### config.mk
export PLATFORM = sky130hd
export DESIGN_NAME = vcap_regbank
export DESIGN_NICKNAME = d
export VERILOG_FILES = /design/src/rtl/vcap_pkg.sv /design/src/rtl/vcap_base_shadow.sv /design/src/rtl/vcap_line_ctr.sv /design/src/rtl/vcap_regbank.sv
export SDC_FILE = /design/constraint.sdc
export NUM_CORES = 1
export LEC_CHECK = 0
export ABC_AREA = 1
export BUFFER_PORTS_ARGS = -buffer_cell sky130_fd_sc_hd__buf_4
export CAP_MARGIN = 30
export CORE_MARGIN = 2
export CORE_UTILIZATION = 58
export CTS_BUF_LIST = sky130_fd_sc_hd__clkbuf_8
export CTS_CLUSTER_DIAMETER = 80
export DETAILED_ROUTE_END_ITERATION = 10
export GPL_TIMING_DRIVEN = 0
export PLACE_DENSITY_LB_ADDON = 0.12
export SLEW_MARGIN = 20
export SYNTH_ARGS = -nofsm -noshare
export SYNTH_HDL_FRONTEND = slang
export SYNTH_SLANG_ARGS = --single-unit
### constraint.sdc
create_clock -name clk -period 4 [get_ports clk]
set_clock_uncertainty 0.1 [all_clocks]
set_input_delay 0.8 -clock clk [delete_from_list [all_inputs] [get_ports clk]]
set_output_delay 0.8 -clock clk [all_outputs]
set_load 0.01 [all_outputs]
### src/rtl/vcap_pkg.sv
package vcap_pkg;

   localparam int REG_AW = 3;

   typedef enum logic [REG_AW-1:0] {
      RA_STATUS    = 3'd0,
      RA_LINE      = 3'd1,
      RA_TARGET    = 3'd2,
      RA_VBI_ODD   = 3'd3,
      RA_VBI_EVEN  = 3'd4,
      RA_BASE_ODD  = 3'd5,
      RA_BASE_EVEN = 3'd6
   } reg_addr_e;

   localparam int ST_RUN     = 0;
   localparam int ST_STORING = 1;
   localparam int ST_PEND    = 2;
   localparam int ST_IRQ     = 3;

   localparam int NUM_FIELDS = 2;
   localparam int FLD_ODD    = 0;
   localparam int FLD_EVEN   = 1;

endpackage

### src/rtl/vcap_base_shadow.sv
module vcap_base_shadow #(
   parameter int ADDR_W     = 32,
   parameter int ALIGN_BITS = 4
) (
   input  logic              clk,
   input  logic              rst_n,
   input  logic              wr_en,
   input  logic [ADDR_W-1:0] wdata,
   input  logic              commit,
   output logic [ADDR_W-1:0] active_o
);

   localparam int HI_W = ADDR_W - ALIGN_BITS;

   if (ALIGN_BITS < 0 || ALIGN_BITS >= ADDR_W) begin : g_bad_align
      $error("vcap_base_shadow: ALIGN_BITS out of range");
   end

   logic [HI_W-1:0] pend_q;
   logic [HI_W-1:0] act_q;

   always_ff @(posedge clk) begin
      if (!rst_n) begin
         pend_q <= '0;
         act_q  <= '0;
      end else begin
         if (commit) act_q  <= pend_q;
         if (wr_en)  pend_q <= wdata[ADDR_W-1:ALIGN_BITS];
      end
   end

   if (ALIGN_BITS > 0) begin : g_pad
      assign active_o = {act_q, {ALIGN_BITS{1'b0}}};
   end else begin : g_nopad
      assign active_o = act_q;
   end

   AST_ACTIVE_HOLDS: assert property (@(posedge clk) disable iff (!rst_n)
      !commit |=> $stable(active_o));

   AST_COMMIT_TAKES_PENDING: assert property (@(posedge clk) disable iff (!rst_n)
      commit |=> active_o[ADDR_W-1:ALIGN_BITS] == $past(pend_q));

endmodule

### src/rtl/vcap_line_ctr.sv
module vcap_line_ctr #(
   parameter int LINE_W = 10
) (
   input  logic              clk,
   input  logic              rst_n,
   input  logic              field_start,
   input  logic              line_start,
   input  logic [LINE_W-1:0] target,
   output logic [LINE_W-1:0] line_o,
   output logic              irq_evt_o,
   output logic              irq_o
);

   localparam logic [LINE_W-1:0] LINE_MAX = {LINE_W{1'b1}};

   if (LINE_W < 1) begin : g_bad_w
      $error("vcap_line_ctr: LINE_W must be positive");
   end

   logic [LINE_W-1:0] cnt_q;
   logic              irq_q;
   logic              can_step;

   assign can_step  = line_start && (cnt_q != LINE_MAX);
   assign irq_evt_o = field_start ? (target == '0)
                                  : (can_step && ((cnt_q + 1'b1) == target));

   always_ff @(posedge clk) begin
      if (!rst_n) begin
         cnt_q <= '0;
         irq_q <= 1'b0;
      end else begin
         irq_q <= irq_evt_o;
         if (field_start)   cnt_q <= '0;
         else if (can_step) cnt_q <= cnt_q + 1'b1;
      end
   end

   assign line_o = cnt_q;
   assign irq_o  = irq_q;

   AST_LINE_RESTART: assert property (@(posedge clk) disable iff (!rst_n)
      field_start |=> line_o == '0);

   AST_LINE_STEP: assert property (@(posedge clk) disable iff (!rst_n)
      (!field_start && line_start && line_o != LINE_MAX) |=> line_o == $past(line_o) + 1'b1);

   AST_LINE_SATURATE: assert property (@(posedge clk) disable iff (!rst_n)
      (!field_start && line_o == LINE_MAX) |=> line_o == LINE_MAX);

   AST_IRQ_ON_TARGET: assert property (@(posedge clk) disable iff (!rst_n)
      irq_o |-> line_o == $past(target));

endmodule

### src/rtl/vcap_regbank.sv
module vcap_regbank
   import vcap_pkg::*;
#(
   parameter int DATA_W     = 32,
   parameter int ADDR_W     = 32,
   parameter int ALIGN_BITS = 4,
   parameter int LINE_W     = 10,
   parameter int VBI_LINES  = 24
) (
   input  logic              clk,
   input  logic              rst_n,
   input  logic [REG_AW-1:0] reg_addr,
   input  logic              reg_wr,
   input  logic [DATA_W-1:0] reg_wdata,
   output logic [DATA_W-1:0] reg_rdata,
   input  logic              cap_run,
   input  logic              field_start,
   input  logic              field_odd,
   input  logic              line_start,
   input  logic              data_store,
   output logic [ADDR_W-1:0] base_odd_o,
   output logic [ADDR_W-1:0] base_even_o,
   output logic              vbi_pass_o,
   output logic              irq_o
);

   localparam int VBI_IW = (VBI_LINES > 1) ? $clog2(VBI_LINES) : 1;
   localparam logic [LINE_W-1:0] VBI_LIM = LINE_W'(VBI_LINES);

   if (ADDR_W > DATA_W)                   begin : g_bad_addr $error("vcap_regbank: ADDR_W exceeds DATA_W"); end
   if (VBI_LINES > DATA_W)                begin : g_bad_vbi  $error("vcap_regbank: VBI_LINES exceeds DATA_W"); end
   if (LINE_W > DATA_W)                   begin : g_bad_line $error("vcap_regbank: LINE_W exceeds DATA_W"); end
   if (VBI_LINES >= (1 << LINE_W))        begin : g_bad_lim  $error("vcap_regbank: VBI_LINES not countable"); end
   if (DATA_W <= ST_IRQ)                  begin : g_bad_dw   $error("vcap_regbank: DATA_W too narrow for status"); end

   // ---------------- write decode ----------------
   logic sts_wr, tgt_wr;
   logic [NUM_FIELDS-1:0] base_wr;
   logic [NUM_FIELDS-1:0] mask_wr;

   assign sts_wr = reg_wr && (reg_addr == RA_STATUS);
   assign tgt_wr = reg_wr && (reg_addr == RA_TARGET);
   assign base_wr[FLD_ODD]  = reg_wr && (reg_addr == RA_BASE_ODD);
   assign base_wr[FLD_EVEN] = reg_wr && (reg_addr == RA_BASE_EVEN);
   assign mask_wr[FLD_ODD]  = reg_wr && (reg_addr == RA_VBI_ODD);
   assign mask_wr[FLD_EVEN] = reg_wr && (reg_addr == RA_VBI_EVEN);

   // ---------------- field tracking and commit ----------------
   logic first_q, commit, pend_q, storing_q, cur_odd_q;

   assign commit = data_store && first_q && !field_start;

   always_ff @(posedge clk) begin
      if (!rst_n) begin
         first_q   <= 1'b0;
         pend_q    <= 1'b0;
         storing_q <= 1'b0;
         cur_odd_q <= 1'b0;
      end else begin
         if (field_start)     first_q <= 1'b1;
         else if (data_store) first_q <= 1'b0;

         if (|base_wr)    pend_q <= 1'b1;
         else if (commit) pend_q <= 1'b0;

         if (!cap_run || field_start) storing_q <= 1'b0;
         else if (data_store)         storing_q <= 1'b1;

         if (field_start) cur_odd_q <= field_odd;
      end
   end

   // ---------------- shadowed bases and line masks ----------------
   logic [ADDR_W-1:0]    base_act [NUM_FIELDS];
   logic [VBI_LINES-1:0] mask_q   [NUM_FIELDS];

   for (genvar f = 0; f < NUM_FIELDS; f++) begin : g_field
      vcap_base_shadow #(
         .ADDR_W     (ADDR_W),
         .ALIGN_BITS (ALIGN_BITS)
      ) i_base (
         .clk      (clk),
         .rst_n    (rst_n),
         .wr_en    (base_wr[f]),
         .wdata    (reg_wdata[ADDR_W-1:0]),
         .commit   (commit),
         .active_o (base_act[f])
      );

      always_ff @(posedge clk) begin
         if (!rst_n)          mask_q[f] <= '0;
         else if (mask_wr[f]) mask_q[f] <= reg_wdata[VBI_LINES-1:0];
      end
   end

   assign base_odd_o  = base_act[FLD_ODD];
   assign base_even_o = base_act[FLD_EVEN];

   // ---------------- line counter and interrupt ----------------
   logic [LINE_W-1:0] target_q, line_cnt;
   logic              irq_evt, sticky_q;

   always_ff @(posedge clk) begin
      if (!rst_n)      target_q <= '0;
      else if (tgt_wr) target_q <= reg_wdata[LINE_W-1:0];
   end

   vcap_line_ctr #(
      .LINE_W (LINE_W)
   ) i_line (
      .clk         (clk),
      .rst_n       (rst_n),
      .field_start (field_start),
      .line_start  (line_start),
      .target      (target_q),
      .line_o      (line_cnt),
      .irq_evt_o   (irq_evt),
      .irq_o       (irq_o)
   );

   always_ff @(posedge clk) begin
      if (!rst_n)                          sticky_q <= 1'b0;
      else if (irq_evt)                    sticky_q <= 1'b1;
      else if (sts_wr && reg_wdata[ST_IRQ]) sticky_q <= 1'b0;
   end

   // ---------------- line pass-through ----------------
   logic [VBI_LINES-1:0] cur_mask;
   assign cur_mask   = cur_odd_q ? mask_q[FLD_ODD] : mask_q[FLD_EVEN];
   assign vbi_pass_o = (line_cnt < VBI_LIM) && cur_mask[line_cnt[VBI_IW-1:0]];

   // ---------------- read mux ----------------
   always_comb begin
      reg_rdata = '0;
      case (reg_addr)
         RA_STATUS: begin
            reg_rdata[ST_RUN]     = cap_run;
            reg_rdata[ST_STORING] = storing_q;
            reg_rdata[ST_PEND]    = pend_q;
            reg_rdata[ST_IRQ]     = sticky_q;
         end
         RA_LINE:      reg_rdata[LINE_W-1:0]    = line_cnt;
         RA_TARGET:    reg_rdata[LINE_W-1:0]    = target_q;
         RA_VBI_ODD:   reg_rdata[VBI_LINES-1:0] = mask_q[FLD_ODD];
         RA_VBI_EVEN:  reg_rdata[VBI_LINES-1:0] = mask_q[FLD_EVEN];
         RA_BASE_ODD:  reg_rdata[ADDR_W-1:0]    = base_act[FLD_ODD];
         RA_BASE_EVEN: reg_rdata[ADDR_W-1:0]    = base_act[FLD_EVEN];
         default:      reg_rdata = '0;
      endcase
   end

   AST_PEND_SET: assert property (@(posedge clk) disable iff (!rst_n)
      (|base_wr) |=> pend_q);

   AST_PEND_CLEARED: assert property (@(posedge clk) disable iff (!rst_n)
      (commit && !(|base_wr)) |=> !pend_q);

   AST_NO_LATE_COMMIT: assert property (@(posedge clk) disable iff (!rst_n)
      (!first_q && !(|base_wr)) |=> $stable(base_odd_o) && $stable(base_even_o));

   AST_STICKY_FOLLOWS_IRQ: assert property (@(posedge clk) disable iff (!rst_n)
      irq_o |-> sticky_q);

   AST_STORING_OFF: assert property (@(posedge clk) disable iff (!rst_n)
      !cap_run |=> !storing_q);

endmodule

==> results of run 1 <==
## kinds of logic (layout without fill, tap and decap cells)
family	Yosys count	after routing	share of synthesized area (%)
DFF	186	186	51.79
xor gates and xnor gates	2	2	0.2158
other	1	8	0.04619
adders and majority gates	1	1	0.1541
AOI/OAI and AO/OA	358	358	24.37
buffers and inverters	205	370	10.36
and+or+nand+nor	251	251	13.07
## synth_stat cells, types with 18 or more instances
| library cell | instances |
|---|---|
| sky130_fd_sc_hd__inv_1 | 131 |
| sky130_fd_sc_hd__dfxtp_1 | 138 |
| sky130_fd_sc_hd__a21oi_1 | 139 |
| sky130_fd_sc_hd__nand2_1 | 118 |
| sky130_fd_sc_hd__o2111ai_1 | 18 |
| sky130_fd_sc_hd__edfxtp_1 | 48 |
| sky130_fd_sc_hd__nand3_1 | 29 |
| sky130_fd_sc_hd__buf_2 | 26 |
| sky130_fd_sc_hd__o21ai_0 | 161 |
| sky130_fd_sc_hd__clkbuf_1 | 32 |
| sky130_fd_sc_hd__nor2_1 | 79 |
## sequential cells by signal, summed over array words and instances (netlist names)
name                   count
cur_odd_q                  1
first_q                    1
g_field.i_base.act_q      56
g_field.i_base.pend_q     56
i_line.irq_o               1
i_line.line_o             10
mask_q                    48
pend_q                     1
sticky_q                   1
storing_q                  1
target_q                  10
## worst reg2reg max path, stage by stage, from the launching register on
cell and delay, ps:
sky130_fd_sc_hd__dfxtp_1 430, sky130_fd_sc_hd__ha_1 210, sky130_fd_sc_hd__nand2_2 100, sky130_fd_sc_hd__nor2_2 150, sky130_fd_sc_hd__nand4_1 120, sky130_fd_sc_hd__nand2_2 190, sky130_fd_sc_hd__inv_2 140, sky130_fd_sc_hd__nand3_2 80
sky130_fd_sc_hd__nor2_1 40, sky130_fd_sc_hd__nand3_1 70, sky130_fd_sc_hd__nand2_1 50, sky130_fd_sc_hd__nand2_1 100, sky130_fd_sc_hd__nand2_1 50
## final timing paths
kind	startpoint	to	slack, ps	cells past startpoint
worst max-delay path	reg_addr[0]	reg_rdata[8]	450	8
worst min-delay path	g_field[0].i_base.pend_q[18]	g_field[0].i_base.pend_q[18]	360	2
worst max register to register	i_line.line_o[0]	sticky_q	2050	12
worst min register to register	g_field[0].i_base.pend_q[18]	g_field[0].i_base.pend_q[18]	360	2
## metal layers
layer,vias up,global-route usage [%],share of wire [%]
li1,3702,-,-
met3,72,5.065,9.7
met4,0,18.39,4.6
met5,-,0,0
met1,3709,47.79,39
met2,483,54.51,46
## where the power goes
| part | total, µW | leakage (µW) | internal [µW] | switching, µW |
|---|---|---|---|---|
| registers | 2060 | 0.00159 | 2010 | 52.1 |
| clock network | 1330 | 0.000221 | 665 | 661 |
| logic | 450 | 0.00230 | 169 | 280 |
## stage by stage
stage	cell area [µm²]	hold WS [ps]	TNS, ps	total power [µW]
after floorplan	8144	329.1	0	2327
after global placement	9360	339.0	-43370	2530
after detailed placement	9425	345.7	0	2543
after CTS	9842	358.4	0	3830
after global routing	9842	378.1	0	3957
final	9842	357.0	0	3839
## area by class of cell
class / count / area [µm²]
Fill cell: 1162 / 3931
Tap cell: 180 / 225.2
Inverter: 136 / 510.5
Sequential cell: 186 / 4204
Multi-Input combinational cell: 620 / 3122
Buffer: 69 / 330.3
Timing Repair Buffer: 134 / 1033
Clock buffer: 20 / 275.3
Clock inverter: 11 / 141.4
==> flow_summary.ini, run 1 <==
[place]
placed_cells_incl_taps = 1325
finalWeightedCongestion = 0.9661
dpl.hpwl_mm = 19.03
numPortBuffers = 132
pre_cts_slack_ps = 511.5

[power_and_ir_drop]
power.density_nw_per_um2 = 390.1
power.static_leakage_uw = 0.004109
worst_ir_drop_vdd_v = 0.0003435

[logic_synthesis]
post-synth-top-area-fraction_pct = 34.03
share_of_synthesized_flip_flops_with_an_asynchronous_set_or_reset_pct = 0
yosys-top-cells-area = sky130_fd_sc_hd__dfxtp_1 (34%), sky130_fd_sc_hd__edfxtp_1 (18%), sky130_fd_sc_hd__o21ai_0 (9.9%)
yosysSeqAreaShare_pct = 51.79
synth_top_area_cell = sky130_fd_sc_hd__dfxtp_1
postSynthAreaPerCell_um2 = 8.085
synth_seq_cells = 186
number_of_instances_in_the_synthesized_netlist = 1004
syn_area_um2 = 8118
synthDistinctLibCells = 38
ys_warn_count = 0
ys.flop_type = sky130_fd_sc_hd__dfxtp_1
synth_edf_count = 48

[status]
status = finished clean

[cts]
cts_inserted_buffers = 17
cts-resized-gates = 0
clockBufferDepth = 2
clock_sinks = 186
cts_setup_buffers = 0
ctsRootBufferMaster = sky130_fd_sc_hd__clkbuf_8
htree_levels = 4
tritoncts_clock_tree = built
ctsHoldBuffers = 0
clock_latency_ps = 470
clk_transition_reported_paths_ps = 90

[timing]
drv_slew = 0
rsz0062_at_grt = false
final-setup-viol-count = 0
period_minus_slack_ps = 3548
timing.slew.headroom_pct = 57.41
post-route-period-util_pct = 88.70
final_number_of_hold_violating_endpoints = 0
setup_slack_ps = 451.9
clock.fmax_ghz = 0.2818
max_slew.worst_pin.slew_ps = 638.8

[flow_run]
timing.max_cap.violations = 0

[final_layout]
finish.net_count = 1208
final_cell_mix = sky130_fd_sc_hd__o21ai_0 (159), sky130_fd_sc_hd__buf_4 (142), sky130_fd_sc_hd__a21oi_1 (139), sky130_fd_sc_hd__dfxtp_1 (138), sky130_fd_sc_hd__inv_1 (132)
diode_count = 0
finish.utilization_pct = 71.46
finish.cell_count_without_fillers = 1356
mostFrequentLayoutCell = sky130_fd_sc_hd__o21ai_0
share_of_final_layout_standard_cells_stronger_than_drive_strength_1_pct = 18.62
area_growth_syn_to_fin_pct = 21.24

[routing]
drc = 0
drtIter0Drc = 1051
post_drt_via_cell_ratio = 5.875
route.final.wire_length_mm = 25.85
drt.antenna.violating_nets = 0
drt_pre_antenna_iters = 5
wire_per_inst_um = 19.06
via_count = 7966

[critical_path]
critical_path.n_buffers_inverters = 4
critical_path_required_ps = 3100
critPathLaunchType = primary input
worst_path_fanout_max = 10
timing.setup.critical_path_class = primary input to output port
critical_path.endpoint_type = output port
cp.arrival_ps = 2650
max_stage_delay_ps = 490
worstPathCellList = buf_4, inv_1, nor3_4, inv_1, o21ai_0, a221oi_1, o221ai_1, buf_4
slowest_stage = sky130_fd_sc_hd__nor3_4
critical_path.top_delay_family = buffers and inverters

[die]
ioPinCount = 141
fp.dieW_um = 122.3
die-area_um2 = 14960
floorplan.die.height_um = 122.3
rows = 43
starting_density_of_the_core_pct = 58.94
core_area_um2 = 13770

[global_routing]
grt_antenna_before_repair = 0
grt.overflow.total = 0
grt_pass1_vias = 7204
gr-usage-all-layers_pct = 35.12
first_pass_grt_wire_length_mm = 39.25
grt_max_degree = 17

[hold_path]
worst_min_delay_path_category = register to register
(Power assumes the default switching activity.)
==> inputs of run 2 (changes only) <==
Settings changed: CELL_PAD_IN_SITES_DETAIL_PLACEMENT set to 1, CELL_PAD_IN_SITES_GLOBAL_PLACEMENT set to 2, CORE_UTILIZATION 58 to 34, PLACE_DENSITY_LB_ADDON 0.12 to 0.05.
==> run 2 against run 1 <==
Sequential share of layout area down 0.69 points. Total power up 0.19%. Fmax down 4.6%. Core utilization down 29 points. Critical path depth unchanged. Cell area up 1.6%. Critical path type unchanged. Largest cell class unchanged.
==> flow_summary.ini, run 2 (synthesis results as in run 1) <==
[cts]
cts-resized-gates = 0
cts_setup_buffers = 0
cts_inserted_buffers = 17
clockBufferDepth = 2
clk_transition_reported_paths_ps = 130
clock_sinks = 186
ctsRootBufferMaster = sky130_fd_sc_hd__clkbuf_8
ctsHoldBuffers = 0
tritoncts_clock_tree = built
clock_latency_ps = 490
htree_levels = 4

[routing]
route.final.wire_length_mm = 31.87
met2WireLength_mm = 15.67
route.top_layer_used = met4
post_drt_via_cell_ratio = 5.127
met3_wirelength_mm = 1.094
via_count = 7670
drt.antenna.violating_nets = 0
drc = 0
wire_per_inst_um = 21.30
drtIter0Drc = 448
met1_length_mm = 14.68
drt_pre_antenna_iters = 5

[die]
floorplan.die.height_um = 158.5
die-area_um2 = 25130
ioPinCount = 141
fp.dieW_um = 158.5
rows = 56
starting_density_of_the_core_pct = 34.58
core_area_um2 = 23470

[timing]
post-route-period-util_pct = 92.96
final-setup-viol-count = 0
max_slew.worst_pin.slew_ps = 787.3
rsz0062_at_grt = false
period_minus_slack_ps = 3719
drv_slew = 0
clock.fmax_ghz = 0.2689
final_number_of_hold_violating_endpoints = 0
timing.slew.headroom_pct = 47.51

[place]
dpl.hpwl_mm = 23.53
finalWeightedCongestion = 0.8285
placed_cell_area_um2 = 9612
placed_cells_incl_taps = 1464
numPortBuffers = 132

[critical_path]
timing.setup.critical_path_class = primary input to output port
critPathLaunchType = primary input
max_stage_delay_ps = 590
worst_path_most_repeated_cell = sky130_fd_sc_hd__buf_4
worst_path_fanout_max = 10
worstPathCellList = buf_4, nor2_1, nand2_2, clkinv_1, clkbuf_1, nand2_1, o2111ai_1, buf_4
slowest_stage = sky130_fd_sc_hd__clkbuf_1
critical_path.endpoint_type = output port
cp.arrival_ps = 2820
critical_path_required_ps = 3100

[final_layout]
finish.net_count = 1208
diode_count = 0
area_growth_syn_to_fin_pct = 23.23
design_area_um2 = 10000
finish.cell_count_without_fillers = 1496
final_cell_mix = sky130_fd_sc_hd__o21ai_0 (159), sky130_fd_sc_hd__buf_4 (142), sky130_fd_sc_hd__a21oi_1 (139), sky130_fd_sc_hd__dfxtp_1 (138), sky130_fd_sc_hd__inv_1 (132)
finish.utilization_pct = 42.62
layout_top_registers = g_field.i_base.act_q (56), g_field.i_base.pend_q (56), mask_q (48)
mostFrequentLayoutCell = sky130_fd_sc_hd__o21ai_0
share_of_final_layout_standard_cells_stronger_than_drive_strength_1_pct = 18.69
layout.filler_cells = 2887

[power_and_ir_drop]
power.density_nw_per_um2 = 384.5
power.static_leakage_uw = 0.004094
worst_ir_drop_vdd_v = 0.0002178
total_power_uw = 3846

[status]
status = finished clean

[flow_run]
timing.max_cap.violations = 0

[global_routing]
grt_max_degree = 21
grt_pass1_vias = 7809
first_pass_grt_wire_length_mm = 47.53
grt_antenna_before_repair = 0
gr-usage-all-layers_pct = 25.92
grt.overflow.total = 0

[hold_path]
worst_min_delay_path_category = register to register
==> run 2: path summary, 6_finish.rpt <==
kind | startpoint | end | slack (ps) | cells past startpoint
min reg2reg | g_field[1].i_base.pend_q[21] | g_field[1].i_base.act_q[21] | 360 | 2
min | g_field[1].i_base.pend_q[21] | g_field[1].i_base.act_q[21] | 360 | 2
max | reg_addr[0] | reg_rdata[9] | 280 | 8
max reg2reg | i_line.line_o[0] | sticky_q | 1890 | 12
==> run 2: report_power, final <==
part	internal (µW)	switching, µW	total (µW)
logic	171	302	473
clock network	471	839	1310
registers	2010	51.4	2060
total	2650	1190	3850
==> run 2: cell type report <==
type	instances	area [µm²]	share of cell area, %
flip-flops and latches	186	4204	42.03
multi-input cells	620	3122	31.21
repair buffers	134	1046	10.46
inverters	136	510.5	5.103
well taps	319	399.1	3.990
plain buffers	69	330.3	3.302
clock buffers	17	234.0	2.339
clock inverters	15	157.7	1.576
==> run 2: stage by stage <==
step	hold WS [ps]	setup slack [ps]	TNS, ps
floorplan	329.1	370.3	0
global placement	340.7	-1677	-65260
detailed placement	348.3	272.9	0
CTS	350.3	284.4	0
global route	377.7	201.2	0
finish	355.6	281.4	0
==> run 2: layer usage <==
| metal | vias to the layer above | global-route usage, % |
|---|---|---|
| met5 | - | 0 |
| met1 | 3786 | 34.34 |
| li1 | 3707 | - |
| met4 | 0 | 5.320 |
| met2 | 152 | 44.95 |
| met3 | 25 | 3.947 |
==> run 2: worst max-delay path, delay by kind of cell <==
family,cells,cell delay (ps)
and+or+nand+nor,3,670
AOI/OAI and AO/OA,1,170
buffers and inverters,4,1170
